**src/rtl/gfx_aperture_xlate.sv**
```systemverilog
module gfx_aperture_xlate #(
  parameter int ADDR_W     = 40,
  parameter int PHYS_W     = 36,
  parameter int PAGE_IDX_W = 4
) (
  input  logic                  clk,
  input  logic                  rst_n,
  input  logic                  cfg_we,
  input  logic [2:0]            cfg_sel,
  input  logic [PAGE_IDX_W-1:0] cfg_idx,
  input  logic [ADDR_W-1:0]     cfg_wdata,
  output logic [ADDR_W-1:0]     cfg_rdata,
  input  logic                  req_valid,
  output logic                  req_ready,
  input  logic [ADDR_W-1:0]     req_addr,
  output logic                  rsp_valid,
  input  logic                  rsp_ready,
  output logic [PHYS_W-1:0]     rsp_addr,
  output logic [1:0]            rsp_region,
  output logic                  rsp_err
);
  localparam int PAGES    = 1 << PAGE_IDX_W;
  localparam int APER_LSB = 12 + PAGE_IDX_W;
  localparam int PPN_W    = PHYS_W - 12;

  logic [ADDR_W-1:APER_LSB] aper_base;
  logic [ADDR_W-1:0]        dram_lo, dram_hi, pci_lo, pci_hi;
  logic [PPN_W:0]           tbl [PAGES];
  logic                     ovl;

  logic              hit_ap, hit_dram, hit_pci, accept;
  logic [PPN_W:0]    ent;
  logic [PHYS_W-1:0] n_addr;
  logic [1:0]        n_region;
  logic              n_err;

  assign hit_ap   = req_addr[ADDR_W-1:APER_LSB] == aper_base;
  assign hit_pci  = (req_addr >= pci_lo) && (req_addr < pci_hi);
  assign hit_dram = (req_addr >= dram_lo) && (req_addr < dram_hi);
  assign ent      = tbl[req_addr[APER_LSB-1:12]];
  assign req_ready = !rsp_valid || rsp_ready;
  assign accept    = req_valid && req_ready;

  always_comb begin
    n_addr   = '0;
    n_region = 2'd3;
    n_err    = 1'b1;
    if (hit_ap) begin
      n_region = 2'd0;
      n_err    = !ent[PPN_W];
      if (ent[PPN_W]) n_addr = {ent[PPN_W-1:0], req_addr[11:0]};
    end else if (hit_pci) begin
      n_region = 2'd2;
      n_err    = 1'b0;
      n_addr   = req_addr[PHYS_W-1:0];
    end else if (hit_dram) begin
      n_region = 2'd1;
      n_err    = 1'b0;
      n_addr   = req_addr[PHYS_W-1:0];
    end
  end

  always_ff @(posedge clk) begin
    if (!rst_n) begin
      aper_base <= '0;
      dram_lo   <= '0;
      dram_hi   <= '0;
      pci_lo    <= '0;
      pci_hi    <= '0;
      for (int i = 0; i < PAGES; i++) tbl[i] <= '0;
    end else if (cfg_we) begin
      case (cfg_sel)
        3'd0: aper_base <= cfg_wdata[ADDR_W-1:APER_LSB];
        3'd1: dram_lo   <= cfg_wdata;
        3'd2: dram_hi   <= cfg_wdata;
        3'd3: pci_lo    <= cfg_wdata;
        3'd4: pci_hi    <= cfg_wdata;
        3'd5: tbl[cfg_idx] <= cfg_wdata[PPN_W:0];
        default: ;
      endcase
    end
  end

  always_ff @(posedge clk) begin
    if (!rst_n) ovl <= 1'b0;
    else if (cfg_we && cfg_sel == 3'd6) ovl <= 1'b0;
    else if (accept && ({1'b0, hit_ap} + {1'b0, hit_pci} + {1'b0, hit_dram} > 2'd1)) ovl <= 1'b1;
  end

  always_ff @(posedge clk) begin
    if (!rst_n) begin
      rsp_valid  <= 1'b0;
      rsp_addr   <= '0;
      rsp_region <= '0;
      rsp_err    <= 1'b0;
    end else if (accept) begin
      rsp_valid  <= 1'b1;
      rsp_addr   <= n_addr;
      rsp_region <= n_region;
      rsp_err    <= n_err;
    end else if (rsp_ready) begin
      rsp_valid  <= 1'b0;
    end
  end

  always_comb begin
    case (cfg_sel)
      3'd0:    cfg_rdata = {aper_base, {APER_LSB{1'b0}}};
      3'd1:    cfg_rdata = dram_lo;
      3'd2:    cfg_rdata = dram_hi;
      3'd3:    cfg_rdata = pci_lo;
      3'd4:    cfg_rdata = pci_hi;
      3'd5:    cfg_rdata = {{(ADDR_W-PPN_W-1){1'b0}}, tbl[cfg_idx]};
      3'd6:    cfg_rdata = {{(ADDR_W-1){1'b0}}, ovl};
      default: cfg_rdata = '0;
    endcase
  end

  AST_ONE_STAGE: assert property (@(posedge clk) disable iff (!rst_n)
    accept |=> rsp_valid);
  AST_HOLD_STALL: assert property (@(posedge clk) disable iff (!rst_n)
    rsp_valid && !rsp_ready |=> rsp_valid && $stable(rsp_addr) && $stable(rsp_region) && $stable(rsp_err));
  AST_NO_READY_STALL: assert property (@(posedge clk) disable iff (!rst_n)
    rsp_valid && !rsp_ready |-> !req_ready);
  AST_ERR_NO_ADDR: assert property (@(posedge clk) disable iff (!rst_n)
    rsp_valid && rsp_err |-> rsp_addr == '0);
  AST_UNMAPPED_ERR: assert property (@(posedge clk) disable iff (!rst_n)
    rsp_valid && rsp_region == 2'd3 |-> rsp_err);
  AST_OVL_STICKY: assert property (@(posedge clk) disable iff (!rst_n)
    ovl && !(cfg_we && cfg_sel == 3'd6) |=> ovl);
endmodule

```
**config.mk**
```make
export PLATFORM = sky130hd
export DESIGN_NAME = gfx_aperture_xlate
export DESIGN_NICKNAME = d
export VERILOG_FILES = /design/src/rtl/gfx_aperture_xlate.sv
export SDC_FILE = /design/constraint.sdc
export NUM_CORES = 1
export LEC_CHECK = 0
export ABC_AREA = 0
export BUFFER_PORTS_ARGS = -buffer_cell sky130_fd_sc_hd__buf_2
export CAP_MARGIN = 10
export CORE_ASPECT_RATIO = 0.7
export CORE_MARGIN = 2
export CORE_UTILIZATION = 50
export DETAILED_ROUTE_END_ITERATION = 8
export PLACE_DENSITY = 0.67
export SYNTH_ARGS = -nofsm -noshare
export SYNTH_HDL_FRONTEND = slang
export SYNTH_SLANG_ARGS = --single-unit
```
**constraint.sdc**
```tcl
create_clock -name clk -period 6.75 [get_ports clk]
set_input_delay 1.35 -clock clk [delete_from_list [all_inputs] [get_ports clk]]
set_output_delay 1.35 -clock clk [all_outputs]
set_load 0.05 [all_outputs]
```
Yosys cells after proc, flatten, opt, wreduce, memory -nomap -nowiden
Memories as Yosys holds them, arrays and structs flattened.
Cells that the tools add are included.
- memory bits (writable): 400
- input port bits: 92
- memories kept: 1
- logic and storage cells: 64
- bits in registers: 225
- memory list (memory ; depth ; width ; rd ports ; clocked after Yosys merged registers in ; wr ports ; RTL line ; RTL):
    tbl ; 16 ; 25 ; 2 ; 0 ; 16 ; 28 ; logic [PPN_W:0] tbl [PAGES];
- equal/unequal tests: 7
- bitwise gates (word level): 1
- mux-type cells: 21
- reduce and logical (&&, ||, !) cells: 17
- add/sub/neg operators: 2
- order comparisons: 5
- operator list (cell ; count):
    40-bit one-hot mux with 7 select lines ; 1
    36-bit 2-to-1 mux ; 4
    40-bit greater-or-equal comparator ; 2
    40-bit less-than comparator ; 2
    25-bit 2-to-1 mux ; 1
    25-bit OR reduction ; 1
    24-bit == test ; 1
    1-bit 2-to-1 mux ; 11
    2-bit AND reduction ; 5
    3-bit == test, second input constant ; 3
    3-bit by 2-bit == test with 1-bit output, second input constant ; 2
    2-bit 2-to-1 mux ; 3
    1-bit logical AND ; 5
    4-bit 2-to-1 mux ; 1
    3-bit by 1-bit == test with 1-bit output, second input constant ; 1
    3-bit logical NOT ; 1
    1-bit by 1-bit adder with 2-bit output ; 1
    2-bit by 1-bit adder with 2-bit output ; 1
    2-bit by 1-bit greater-than comparator with 1-bit output, second input constant ; 1
    1-bit logical NOT ; 2
    2-bit nonzero test ; 1
    2-bit OR reduction ; 1
    1-bit logical OR ; 1
    1-bit inverter ; 1

Depth between registers and ports, before layout
- depth in word-level cells: 7
- mapped depth: 11
- gate-level depth less buffers: 11

Least setup slack after synthesis
Ideal clock, no wire load.
- path kind: input port to output port
- start point: in cfg_idx[0]
- end point: out cfg_rdata[1]
- slack: 1.753 ns
- path buffers: 3
- data arrival time: 3.647 ns
- stages: 7
- required time: 5.400 ns
- cells stage by stage: clkbuf_1 buf_1 buf_2 mux4_2 mux4_2 nand2_1 nand3_1
- word-level cells in the longest chain between the ends: 2
- RTL lines (what ; RTL line ; RTL):
    from (decl) ; 10 ; input logic [PAGE_IDX_W-1:0] cfg_idx,
    memory 16 x 25 bit ; n/a ;
    40-bit one-hot mux with 7 select lines ; 107 ; case (cfg_sel)
    to (decl) ; 12 ; output logic [ADDR_W-1:0] cfg_rdata,
Every way passes these cells.

Worst setup path after layout
- start point: in cfg_idx[0]
- end point: out cfg_rdata[13]
The elaborated chain is that of the path after synthesis.

==> flow_summary.toml <==
[critical_path]
arrival_ns = 4.18
cp_common_cell = "mux4_2"
crit_path_top_delay_cell = "buf_6"
crit_fanout = 67
max_stage_delay_ns = 0.68
cp-start-kind = "primary input"
crit_chain = "buf_6, buf_12, mux4_2, mux4_2, nand2_1, nand3_1, buf_2"
crit_required_ns = 5.40
worstSetupEndpointType = "output pin"
worstSetupPathType = "in2out"

[timing]
worst_pin_slew_ns = 1.19
final.setup_skew_ns = 0.0361
rsz0062_at_grt = "no"
fin_ws_ns = 1.22
fmaxAchievable_mhz = 181
post-route-period-util_pct = 81.9
finalSetupViolCount = 0
fin_crit_ns = 5.53
hold_viol = 0
relSlewSlack_pct = 20.6
fin_tns_setup_ns = 0
slew_violations = 0

[placement]
dp.cells = 4025
hpwl_um = 81200
place_ws_ns = 1.21
numPortBuffers = 172
gp_congestion = 0.928

[pwr]
switching_power_mw = 2.52
switching_share_pct = 26.8
clkPwrFrac_pct = 40.2
leakage_nw = 13.9
pwr-share-comb_pct = 13.6
peakVddDrop_mv = 0.236
powerDensity_nw_per_um2 = 239
seq_power_share_pct = 46.2
intPower_mw = 6.88

[final_layout]
fin_cells = 4143
final_nets = 3384
multiInputGateArea_um2 = 17400
drive_gt1_share_pct = 20.4
seqCellArea_um2 = 16500
fillers = 5686
utilization_pct = 56.2
syn2layout_area_growth_pct = 11.1

[logic_synthesis]
synth_ff_type = "edfxtp_1"
yosysTopAreaCell = "edfxtp_1"
synthCells = 3087
synth-xor-area-share_pct = 0.593
yosysWarnings = 0
synth_edf_count = 400
synth_common_cells = "467 x nand2_1, 407 x and2_1, 400 x edfxtp_1, 234 x mux4_2, 225 x dfxtp_1"
synthDistinctLibCells = 71
synthesis.nets = 3338
async_flop_share_pct = 0
synth_top_area_share_pct = 33.9
synthTopCellsByArea = "edfxtp_1 34%, mux4_2 15%, dfxtp_1 13%"
ys_seq_area_share_pct = 46.6
synth_area_um2 = 35500
synth.avg_cell_area_um2 = 11.5
synth-compound-area-share_pct = 10.6
synth_simple_gate_area_share_pct = 15.2
ys_ff_latch = 625
synth_mux_area_share_pct = 16.5
synth_adder_area_share_pct = 5.61
synth_top_family_by_area = "multiplexers"
yosysMostFrequentCell = "nand2_1"

[grt]
grt_pass1_vias = 25696
grt_usage_pct = 33.5
grt_max_degree = 101
antenna_found_initial = 13
grt_overflow = 0
grt_pass1_wl_um = 177000

[clock_network]
tritoncts = "built"
cts_setup_buffers = 0
cts_made_buffers = 60
cts_htree_levels = 2
cts_sinks = 625
cts-resized-gates = 0
cts_hold_buf = 0
root_buffer = "clkbuf_16"
clkLatencyLatePin_ns = 0.68
clk_pin_slew_ns = 0.07
clock_path_buffers = 3

[die]
fp.dieW_um = 322
die-area_um2 = 73100
core_um2 = 70000
die_h_um = 227
ios = 173
start_util_pct = 50.6
core.rowCount = 81

[routing]
drt_iter0_drc = 4256
ant_nets = 0
finalWirelength_um = 122000
route.detailed.wl_per_inst_um = 29.5
drcViolationCount = 0
viasPerCell = 6.51
drtPass1Iterations = 6
dr_total_vias = 26958

[job]
cap_violations = 0

[run_status]
status = "finished clean"

[hold_path]
hp-class = "reg2reg"
==> routing by layer <==
| layer | part of all wire [%] | vias to the layer above | track usage [%] |
|---|---|---|---|
| li1 | - | 11259 | - |
| met1 | 40 | 13451 | 49.5 |
| met2 | 42 | 1996 | 47.1 |
| met3 | 15 | 244 | 10.9 |
| met4 | 2.8 | 8 | 9.47 |
| met5 | 0.045 | - | 0 |
==> cells in the final DEF (no fill, tap or decap), types with 27 or more instances in the layout <==
cell / instances
a21boi_0: 37
a21boi_1: 149
a21oi_1: 59
a22oi_1: 49
a31oi_1: 38
and2_1: 405
buf_2: 167
buf_4: 68
clkbuf_16: 62
dfxtp_1: 225
edfxtp_1: 400
ha_1: 159
inv_1: 163
mux4_2: 234
nand2_1: 466
nand3_1: 42
nor2_1: 27
o21ai_0: 54
o21ai_1: 33
==> flip-flops by register name, summed over array words and instances (netlist names) <==
signal / cells
dram_hi: 40
rsp_region: 2
rsp_err: 1
dram_lo: 40
pci_hi: 40
pci_lo: 40
tbl: 400
aper_base: 24
rsp_addr: 36
rsp_valid: 1
ovl: 1
==> kinds of logic after synthesis <==
logic type | Yosys count
xor+xnor | 24
simple gates | 1058
fa+ha+maj | 159
buf+inv | 421
flops | 625
mux | 266
compound gates | 534
==> path summary, 6_finish.rpt <==
path         cells past startpoint   startpoint       endpoint  slack (ns)
max                              7   cfg_idx[0]  cfg_rdata[13]        1.22
min                              2  dram_lo[21]    dram_lo[21]        0.46
max reg2reg                     10  dram_hi[15]   rsp_addr[26]        2.81
min reg2reg                      2  dram_lo[21]    dram_lo[21]        0.46
==> power groups by stage <==
| stage | combinational (mW) | clock (mW) | sequential [mW] |
|---|---|---|---|
| after global routing | 1.33 | 3.92 | 4.35 |
| final | 1.27 | 3.78 | 4.34 |
| after CTS | 1.25 | 3.78 | 4.33 |
| after detailed placement | 1.24 | 0 | 4.41 |
| after global placement | 1.21 | 0 | 4.40 |
| after floorplan | 0.765 | 0 | 4.42 |
==> critical path, delay by kind of cell <==
family | cells | cell delay, ns
buf+inv | 3 | 1.37
simple gates | 2 | 0.31
mux | 2 | 1.07
==> metrics by stage <==
stage	hold WS [ns]	total power, mW	cell area (µm²)
floorplan	0.435	5.19	35500
global placement	0.443	5.61	37100
detailed placement	0.450	5.65	37200
CTS	0.460	9.36	39400
global route	0.481	9.60	39400
finish	0.460	9.40	39400
==> area by class of cell <==
type | instances | area share (%)
Sequential cell | 625 | 41.9
Timing Repair Buffer | 242 | 3.70
Clock inverter | 33 | 1.12
Multi-Input combinational cell | 2041 | 44.2
Antenna cell | 5 | 0.0318
Inverter | 163 | 1.55
Clock buffer | 80 | 4.38
Tap cell | 954 | 3.03
Power figures use the tool's default switching activity.
